<file path="src/rtl/bseq_pkg.sv">
package bseq_pkg;

  typedef enum logic [1:0] {
    CMD_ACT = 2'd0,
    CMD_RD  = 2'd1,
    CMD_WR  = 2'd2,
    CMD_PRE = 2'd3
  } bcmd_e;

  typedef enum logic [1:0] {
    OC_NONE     = 2'd0,
    OC_HIT      = 2'd1,
    OC_EMPTY    = 2'd2,
    OC_CONFLICT = 2'd3
  } boutc_e;

  typedef enum logic [2:0] {
    ST_IDLE,
    ST_PRE,
    ST_ACT,
    ST_COL,
    ST_CLOSE
  } bstate_e;

  localparam int NTIMERS = 4;
  localparam int T_RC    = 0;
  localparam int T_RCD   = 1;
  localparam int T_RP    = 2;
  localparam int T_WTR   = 3;

endpackage

</file>
<file path="src/rtl/bseq_gap_timer.sv">
module bseq_gap_timer #(
  parameter int GAP = 4
) (
  input  logic clk,
  input  logic rst_n,
  input  logic load,
  output logic ready
);
  localparam int CW = $clog2(GAP + 1) + 1;
  localparam logic [CW-1:0] LOADV = CW'((GAP > 0) ? GAP - 1 : 0);

  logic [CW-1:0] count_q;
  logic [CW-1:0] count_d;

  always_comb begin
    count_d = count_q;
    if (load) begin
      count_d = LOADV;
    end else if (count_q != '0) begin
      count_d = count_q - 1'b1;
    end
  end

  always_ff @(posedge clk or negedge rst_n) begin
    if (!rst_n) begin
      count_q <= '0;
    end else begin
      count_q <= count_d;
    end
  end

  assign ready = (count_q == '0);

endmodule

</file>
<file path="src/rtl/bseq_ctrl.sv">
module bseq_ctrl
  import bseq_pkg::*;
#(
  parameter int ROW_W = 14,
  parameter int COL_W = 11
) (
  input  logic             clk,
  input  logic             rst_n,
  input  logic             policy_closed,
  input  logic             req_valid,
  output logic             req_ready,
  input  logic             req_write,
  input  logic [ROW_W-1:0] req_row,
  input  logic [COL_W-1:0] req_col,
  input  logic             req_same_row,
  input  logic             act_ok,
  input  logic             rd_ok,
  input  logic             wr_ok,
  output logic             cmd_valid,
  output bcmd_e            cmd_code,
  output logic [ROW_W-1:0] cmd_row,
  output logic [COL_W-1:0] cmd_col,
  output logic             outc_valid,
  output boutc_e           outc_code
);

  bstate_e          state_q, state_d;
  logic             open_q, open_d;
  logic [ROW_W-1:0] orow_q, orow_d;
  logic [ROW_W-1:0] row_q;
  logic [COL_W-1:0] col_q;
  logic             wr_q;
  logic             same_q;
  logic             lat_en;
  logic             oc_v_d;
  boutc_e           oc_q, oc_d;
  logic             oc_en;

  always_comb begin
    state_d   = state_q;
    open_d    = open_q;
    orow_d    = orow_q;
    lat_en    = 1'b0;
    oc_v_d    = 1'b0;
    oc_d      = oc_q;
    oc_en     = 1'b0;
    cmd_valid = 1'b0;
    cmd_code  = CMD_ACT;
    cmd_row   = row_q;
    cmd_col   = col_q;
    req_ready = (state_q == ST_IDLE);

    case (state_q)
      ST_IDLE: begin
        if (req_valid) begin
          lat_en = 1'b1;
          oc_v_d = 1'b1;
          oc_en  = 1'b1;
          if (!open_q) begin
            oc_d    = OC_EMPTY;
            state_d = ST_ACT;
          end else if (req_row == orow_q) begin
            oc_d    = OC_HIT;
            state_d = ST_COL;
          end else begin
            oc_d    = OC_CONFLICT;
            state_d = ST_PRE;
          end
        end
      end
      ST_PRE: begin
        cmd_valid = 1'b1;
        cmd_code  = CMD_PRE;
        open_d    = 1'b0;
        state_d   = ST_ACT;
      end
      ST_ACT: begin
        if (act_ok) begin
          cmd_valid = 1'b1;
          cmd_code  = CMD_ACT;
          open_d    = 1'b1;
          orow_d    = row_q;
          state_d   = ST_COL;
        end
      end
      ST_COL: begin
        if (wr_q ? wr_ok : rd_ok) begin
          cmd_valid = 1'b1;
          cmd_code  = wr_q ? CMD_WR : CMD_RD;
          state_d   = (policy_closed && !same_q) ? ST_CLOSE : ST_IDLE;
        end
      end
      ST_CLOSE: begin
        cmd_valid = 1'b1;
        cmd_code  = CMD_PRE;
        open_d    = 1'b0;
        state_d   = ST_IDLE;
      end
      default: state_d = ST_IDLE;
    endcase
  end

  always_ff @(posedge clk or negedge rst_n) begin
    if (!rst_n) begin
      state_q    <= ST_IDLE;
      open_q     <= 1'b0;
      orow_q     <= '0;
      outc_valid <= 1'b0;
    end else begin
      state_q    <= state_d;
      open_q     <= open_d;
      orow_q     <= orow_d;
      outc_valid <= oc_v_d;
    end
  end

  always_ff @(posedge clk or negedge rst_n) begin
    if (!rst_n) begin
      row_q  <= '0;
      col_q  <= '0;
      wr_q   <= 1'b0;
      same_q <= 1'b0;
    end else if (lat_en) begin
      row_q  <= req_row;
      col_q  <= req_col;
      wr_q   <= req_write;
      same_q <= req_same_row;
    end
  end

  always_ff @(posedge clk or negedge rst_n) begin
    if (!rst_n) begin
      oc_q <= OC_NONE;
    end else if (oc_en) begin
      oc_q <= oc_d;
    end
  end

  assign outc_code = oc_q;

  AST_IDLE_SILENT: assert property (@(posedge clk) disable iff (!rst_n)
    req_ready |-> !cmd_valid);

  AST_OUTC_PULSE: assert property (@(posedge clk) disable iff (!rst_n)
    outc_valid |=> !outc_valid);

  AST_ACCEPT_PULSE: assert property (@(posedge clk) disable iff (!rst_n)
    (req_valid && req_ready) |=> outc_valid);

  AST_HIT_NO_ROWCMD: assert property (@(posedge clk) disable iff (!rst_n)
    (outc_valid && outc_code == OC_HIT) |-> !(cmd_valid && cmd_code == CMD_ACT));

endmodule

</file>
<file path="src/rtl/bank_cmd_seq.sv">
module bank_cmd_seq
  import bseq_pkg::*;
#(
  parameter int ROW_W = 14,
  parameter int COL_W = 11,
  parameter int TRC   = 8,
  parameter int TRCD  = 3,
  parameter int TRP   = 2,
  parameter int TWTR  = 4
) (
  input  logic             clk,
  input  logic             rst_n,
  input  logic             policy_closed,
  input  logic             req_valid,
  output logic             req_ready,
  input  logic             req_write,
  input  logic [ROW_W-1:0] req_row,
  input  logic [COL_W-1:0] req_col,
  input  logic             req_same_row,
  output logic             cmd_valid,
  output logic [1:0]       cmd_code,
  output logic [ROW_W-1:0] cmd_row,
  output logic [COL_W-1:0] cmd_col,
  output logic             outc_valid,
  output logic [1:0]       outc_code
);

  localparam int GAPV [NTIMERS] = '{TRC, TRCD, TRP, TWTR};

  logic [NTIMERS-1:0] t_load;
  logic [NTIMERS-1:0] t_ready;
  bcmd_e              code_e;
  boutc_e             outc_e;
  logic               is_act, is_rd, is_wr, is_pre;

  for (genvar g = 0; g < NTIMERS; g++) begin : g_tmr
    bseq_gap_timer #(.GAP(GAPV[g])) u_tmr (
      .clk   (clk),
      .rst_n (rst_n),
      .load  (t_load[g]),
      .ready (t_ready[g])
    );
  end

  bseq_ctrl #(.ROW_W(ROW_W), .COL_W(COL_W)) u_ctrl (
    .clk           (clk),
    .rst_n         (rst_n),
    .policy_closed (policy_closed),
    .req_valid     (req_valid),
    .req_ready     (req_ready),
    .req_write     (req_write),
    .req_row       (req_row),
    .req_col       (req_col),
    .req_same_row  (req_same_row),
    .act_ok        (t_ready[T_RC] & t_ready[T_RP]),
    .rd_ok         (t_ready[T_RCD] & t_ready[T_WTR]),
    .wr_ok         (t_ready[T_RCD]),
    .cmd_valid     (cmd_valid),
    .cmd_code      (code_e),
    .cmd_row       (cmd_row),
    .cmd_col       (cmd_col),
    .outc_valid    (outc_valid),
    .outc_code     (outc_e)
  );

  assign cmd_code  = code_e;
  assign outc_code = outc_e;

  assign is_act = cmd_valid && (code_e == CMD_ACT);
  assign is_rd  = cmd_valid && (code_e == CMD_RD);
  assign is_wr  = cmd_valid && (code_e == CMD_WR);
  assign is_pre = cmd_valid && (code_e == CMD_PRE);

  always_comb begin
    t_load         = '0;
    t_load[T_RC]   = is_act;
    t_load[T_RCD]  = is_act;
    t_load[T_RP]   = is_pre;
    t_load[T_WTR]  = is_wr;
  end

  // Independent elapsed-cycle counters used only by the spacing assertions.
  localparam int MAXG = (TRC > TRCD ? TRC : TRCD) > (TRP > TWTR ? TRP : TWTR) ?
                        (TRC > TRCD ? TRC : TRCD) : (TRP > TWTR ? TRP : TWTR);
  localparam int SW = $clog2(MAXG + 2) + 1;
  localparam logic [SW-1:0] SAT = '1;

  logic [SW-1:0] since_act, since_pre, since_wr;

  always_ff @(posedge clk or negedge rst_n) begin
    if (!rst_n) begin
      since_act <= SAT;
      since_pre <= SAT;
      since_wr  <= SAT;
    end else begin
      since_act <= is_act ? SW'(1) : ((since_act == SAT) ? SAT : since_act + 1'b1);
      since_pre <= is_pre ? SW'(1) : ((since_pre == SAT) ? SAT : since_pre + 1'b1);
      since_wr  <= is_wr  ? SW'(1) : ((since_wr  == SAT) ? SAT : since_wr  + 1'b1);
    end
  end

  AST_ACT_TO_ACT: assert property (@(posedge clk) disable iff (!rst_n)
    is_act |-> since_act >= SW'(TRC));

  AST_WR_TO_RD: assert property (@(posedge clk) disable iff (!rst_n)
    is_rd |-> since_wr >= SW'(TWTR));

  AST_ACT_TO_COL: assert property (@(posedge clk) disable iff (!rst_n)
    (is_rd || is_wr) |-> since_act >= SW'(TRCD));

  AST_PRE_TO_ACT: assert property (@(posedge clk) disable iff (!rst_n)
    is_act |-> since_pre >= SW'(TRP));

endmodule

</file>
<file path="config.mk">
export PLATFORM = sky130hd
export DESIGN_NAME = bank_cmd_seq
export DESIGN_NICKNAME = d
export VERILOG_FILES = /design/src/rtl/bseq_pkg.sv /design/src/rtl/bseq_gap_timer.sv /design/src/rtl/bseq_ctrl.sv /design/src/rtl/bank_cmd_seq.sv
export SDC_FILE = /design/constraint.sdc
export NUM_CORES = 1
export LEC_CHECK = 0
export BUFFER_PORTS_ARGS = -buffer_cell sky130_fd_sc_hd__buf_4
export CORE_UTILIZATION = 54
export DETAILED_ROUTE_END_ITERATION = 6
export PLACE_DENSITY = 0.78
export SETUP_SLACK_MARGIN = 0.1
export SLEW_MARGIN = 20
export SYNTH_ARGS = -nofsm -noshare
export SYNTH_HDL_FRONTEND = slang
export SYNTH_SLANG_ARGS = --single-unit
</file>
<file path="constraint.sdc">
create_clock -name clk -period 1.81 [get_ports clk]
set_input_delay 0.181 -clock clk [delete_from_list [all_inputs] [get_ports clk]]
set_output_delay 0.181 -clock clk [all_outputs]
set_load 0.03 [all_outputs]
</file>
Word level (Yosys, flattened, before mapping)
Cells that the tools add are included.
{"block": "op_classes", "add_sub_neg": 4, "n_eq_ne": 10, "n_mux": 28, "bitwise": 2, "reduce_logical": 25}
{"op": "two-way mux 3 bit", "n": 9}
{"op": "equality test 14 bit", "n": 1}
{"op": "case mux 3 bit (4 select lines)", "n": 1}
{"op": "two-way mux 2 bit", "n": 5}
{"op": "two-way mux 5 bit", "n": 2}
{"op": "nonzero test 2 bit", "n": 5}
{"op": "zero test 3 bit", "n": 3}
{"op": "two-way mux 4 bit", "n": 2}
{"op": "equality test 3 x 2 -> 1 bit, second input constant", "n": 2}
{"op": "two-way mux 1 bit", "n": 6}
{"op": "AND reduction 3 bit", "n": 2}
{"op": "nonzero test 3 bit", "n": 2}
{"op": "subtractor 3 x 1 -> 3 bit, second input constant", "n": 2}
{"op": "zero test 5 bit", "n": 1}
{"op": "nonzero test 5 bit", "n": 1}
{"op": "subtractor 5 x 1 -> 5 bit, second input constant", "n": 1}
{"op": "equality test 2 bit, second input constant", "n": 2}
{"op": "logical AND 1 bit", "n": 4}
{"op": "zero test 4 bit", "n": 1}
{"op": "!= test 2 x 1 -> 1 bit, second input constant", "n": 2}
{"op": "case mux 2 bit (2 select lines)", "n": 1}
{"op": "AND reduction 2 bit", "n": 2}
{"op": "nonzero test 4 bit", "n": 1}
{"op": "subtractor 4 x 1 -> 4 bit, second input constant", "n": 1}
{"op": "9 further kinds", "n": 10}
{"block": "totals", "register_bits": 63, "output_inout_bits": 32, "elab_cells": 82}

Logic depth before layout (Yosys ltp)
{"block": "depth", "word_depth": 8, "mapped_depth": 8, "depth_no_buf": 7}

Hierarchy
A second synthesis with hierarchy kept.
{"block": "unflattened", "cells_unflattened": 237, "hier_area_um2": 3056.7}
{"mod": "bseq_ctrl", "instances": 1, "cells_per_inst": 153, "area_per_inst_um2": 2170.8, "seq_area_each_um2": 1201.2}
{"mod": "bseq_gap_timer (g_tmr[0].u_tmr)", "instances": 1, "cells_per_inst": 24, "area_per_inst_um2": 259.0, "seq_area_each_um2": 125.1}
{"mod": "bseq_gap_timer (g_tmr[3].u_tmr)", "instances": 1, "cells_per_inst": 22, "area_per_inst_um2": 231.5, "seq_area_each_um2": 100.1}
{"mod": "bseq_gap_timer (g_tmr[1].u_tmr)", "instances": 1, "cells_per_inst": 17, "area_per_inst_um2": 177.7, "seq_area_each_um2": 75.1}
{"mod": "bseq_gap_timer (g_tmr[2].u_tmr)", "instances": 1, "cells_per_inst": 16, "area_per_inst_um2": 176.4, "seq_area_each_um2": 75.1}
{"mod": "bank_cmd_seq", "instances": 1, "cells_per_inst": 5, "area_per_inst_um2": 41.3, "seq_area_each_um2": 0.0}

Least setup slack after synthesis
Ideal clock, no wire load.
{"block": "synth_path", "path_type": "register to output", "from": "register g_tmr[3].u_tmr.count_q[0]", "to": "output port cmd_code[0]", "arrival_time_ns": 1.983, "required_time_ns": 1.629, "path_slack_ns": -0.354, "path_stages_with_launch": 6, "n_path_buf": 0, "path_cell_list": "dfrtp_1 inv_1 ha_1 nor3b_1 o211ai_1 o31ai_1"}
{"block": "synth_between", "elab_chain_len": 5}
{"element": "start, declared", "line_no": "bseq_gap_timer.sv:12", "rtl": "logic [CW-1:0] count_q;"}
{"element": "start signal, assigned", "line_no": "bseq_gap_timer.sv:28", "rtl": "count_q <= count_d;"}
{"element": "zero test 4 bit", "line_no": "bseq_gap_timer.sv:32", "rtl": "assign ready = (count_q == '0);"}
{"element": "AND 1 bit", "line_no": "bank_cmd_seq.sv:56", "rtl": ".rd_ok (t_ready[T_RCD] & t_ready[T_WTR]),"}
{"element": "two-way mux 1 bit", "line_no": "bseq_ctrl.sv:87", "rtl": "if (wr_q ? wr_ok : rd_ok) begin"}
{"element": "two-way mux 2 bit", "line_no": "bseq_ctrl.sv:87"}
{"element": "case mux 2 bit (2 select lines)", "line_no": "bseq_ctrl.sv:53", "rtl": "case (state_q)"}
{"element": "end, declared", "line_no": "bank_cmd_seq.sv:21", "rtl": "output logic [1:0] cmd_code,"}
No other way between the ends.

Worst setup path after layout
{"block": "layout_path", "from": "register g_tmr[3].u_tmr.count_q[1]", "to": "output port cmd_code[0]"}
Same word-level chain as after synthesis.

==> results_dict.tcl <==
set metrics [dict create \
    outcome "finished, violations left" \
    failed_checks "setup timing" \
    period_share 1.05 \
    die_area_um2 5710 \
    netlist.area_leader.share 0.540 \
    die_x_um 75.5 \
    rows 26 \
    switching_share 0.378 \
    seqPwrFrac 0.368 \
    syn_area_um2 2920 \
    drive_gt1_frac 0.497 \
    cts_tree "built" \
    placed_area_um2 3560 \
    clockBufferDepth 2 \
    fillerInstances 351 \
    max_freq_ghz 0.527 \
    grt-ovfl-total 0 \
    die_y_um 75.5 \
    port_buffers 62 \
    finalPower_mw 7.00 \
    critical_path.endpoint_type "output pin" \
    final_cell_mix "75 x buf_4, 62 x dfrtp_1, 25 x mux2_4" \
    clkPwrFrac 0.178 \
    postRouteAntennaNets 0 \
    root_buffer "clkbuf_8" \
    arrival_ns 1.72 \
    dp_slack_ns 0.126 \
    finalClockSkew_ns 0.00786 \
    critical_path.max_fanout 3 \
    wl_per_cell_um 15.5 \
    p_switching_mw 2.65 \
    stdcell_area_um2 3920 \
    path_clk_slew_ns 0.07 \
    ys_types 36 \
    drt-vias-per-instance 5.17 \
    synth_area_leader_cell "dfrtp_1" \
    vias 1996 \
    final.setup.tns_ns -0.190 \
    antennaDiodeCount 0 \
    core-area_um2 5170 \
    grt_pass1_vias 2000 \
    grt_max_degree 64 \
    clk_latency_ns 0.34 \
    period_needed_ns 1.90 \
    layout_setup_ws_ns -0.0880 \
    critPathKind "reg2out" \
    drcViolationCount 0 \
    nets 351 \
    vdd_ir_drop_max_uv 1220 \
    antenna_found_initial 0 \
    internal-power_mw 4.35 \
    gp_congestion 0.774 \
    h-tree-depth 3 \
    mappedNetlistNets 270 \
    finalNonFillerCells 386 \
    initial_core_util 0.565 \
    io_pins 63 \
    p_comb_frac 0.454 \
    rsz0062_at_grt "true" \
    grt_first_pass_wirelength_um 9160 \
    power_density_nw_per_um2 1780 \
    holdWs_ns 0.0698 \
    layout_commonest_cell "buf_4" \
    hold_viol 0 \
    ys.warnings.count 0 \
    dr.pass1.iters 4 \
    synth_area_leaders "dfrtp_1 54%, mux2_2 11%, mux2_4 7.2%" \
    synth_seq_cells 63 \
    final_util 0.758 \
    synthCells 231 \
    slew_headroom 0.479 \
    startpoint_type "flip-flop" \
    setup_viol 3 \
    placed_cells 361 \
    drt-total-wl_um 5980 \
    clock-sinks 63 \
    postSynthAreaPerCell_um2 12.6 \
    grtUsageTotal 0.223 \
    area_growth_pct 34.3 \
    drv_cap 0 \
    yosysSeqAreaShare 0.540 \
    dr.first_iter.drc_count 84 \
    numCtsBuffers 9 \
    leakage_nw 1.99 \
    tightest_slew_ns 0.781 \
    hold_class "in2reg" \
    worstPathRequired_ns 1.63 \
    dpl.hpwl_um 3780 \
    final_max_slew_viol_count 0 \
]
[kinds of logic after synthesis]
logic type               count (synthesis)  synth area share
AND/OR/NAND/NOR                         50            0.0934
flip-flops                              63             0.540
buffers and inverters                   24            0.0441
XOR/XNOR                                20            0.0600
adder cells (fa/ha/maj)                  8            0.0343
AO/OA/AOI/OAI                           24            0.0484
multiplexers                            42             0.180
[synthesized netlist by cell type]
cell	count
nand3b_1	1
nand2_1	14
o22a_1	1
nor3b_1	1
nor3_1	3
o22ai_1	1
a21oi_1	8
or4b_1	1
and2_1	1
a21o_1	1
or2_2	1
mux2_2	28
nand2b_1	4
dfrtp_1	63
nor4_1	5
ha_1	8
o211ai_1	3
xnor2_1	2
buf_2	3
clkbuf_2	1
clkbuf_1	1
o21ai_0	6
a31oi_1	3
nor4b_4	1
nor3_2	1
nor2_1	12
nand3_1	2
nand4_1	1
or3_1	1
buf_4	3
inv_1	13
nand3_2	1
buf_6	3
mux2_4	14
o31ai_1	1
xor2_1	18
[final timing paths]
check	to	startpoint	cells past startpoint	slack, ns
max	cmd_code[0]	g_tmr[3].u_tmr.count_q[1]	6	-0.09
min reg2reg	u_ctrl.state_q[2]	u_ctrl.same_q	1	0.45
max in group asynchronous	u_ctrl.state_q[0]	rst_n	2	0.80
min	u_ctrl.cmd_col[2]	req_col[2]	2	0.07
min in group asynchronous	u_ctrl.cmd_col[8]	rst_n	2	0.47
max reg2reg	u_ctrl.orow_q[9]	g_tmr[0].u_tmr.count_q[0]	7	0.03
[power by group through the flow]
stage               combinational (mW)  clock [mW]  sequential [mW]
floorplan                         1.62           0             3.01
global placement                  2.89           0             2.54
detailed placement                2.99           0             2.57
CTS                               3.06        1.26             2.56
global route                      3.48        1.33             2.66
finish                            3.18        1.25             2.58
[per-layer routing]
layer  track usage  part of all wire  up-vias
met4        0.0720            0.0064        0
met5             0                 0        -
met2         0.355              0.50       50
met3        0.0794             0.046        4
met1         0.286              0.45      986
li1              -                 -      956
[final cells by class]
cell class | count | area, µm² | share of cell area
clock buffer | 11 | 151 | 0.0386
clock inverter | 4 | 53.8 | 0.0137
inverter | 13 | 48.8 | 0.0124
multi-input combinational | 144 | 1340 | 0.342
sequential | 63 | 1580 | 0.402
tap | 70 | 87.6 | 0.0223
timing repair buffer | 81 | 661 | 0.168
[worst max-delay path, cell delays in order (launching register included)]
cell and delay, ns:
dfrtp_1 0.38, inv_2 0.08, ha_4 0.13, nor3b_4 0.20
o211ai_1 0.17, o31ai_2 0.24, buf_4 0.19
[repair_timing]
item | 4_1_cts | 5_1_grt
gates cloned | 0 | 1
hold buffers | 1 | 0
endpoints found under the hold margin | 63 | 0
setup buffers | 5 | 4
resized for setup | 4 | 13
pin swaps | 5 | 3
setup endpoints to repair | 3 | 32
[sequential cells by signal, summed over array words and instances, names as in the netlist]
| name | count |
|---|---|
| g_tmr.u_tmr.count_q | 15 |
| u_ctrl.cmd_row | 14 |
| u_ctrl.orow_q | 14 |
| u_ctrl.cmd_col | 11 |
| u_ctrl.state_q | 3 |
| u_ctrl.outc_code | 2 |
| u_ctrl.open_q | 1 |
| u_ctrl.outc_valid | 1 |
| u_ctrl.same_q | 1 |
| u_ctrl.wr_q | 1 |
Note: power is estimated with default switching activity, not from simulation.
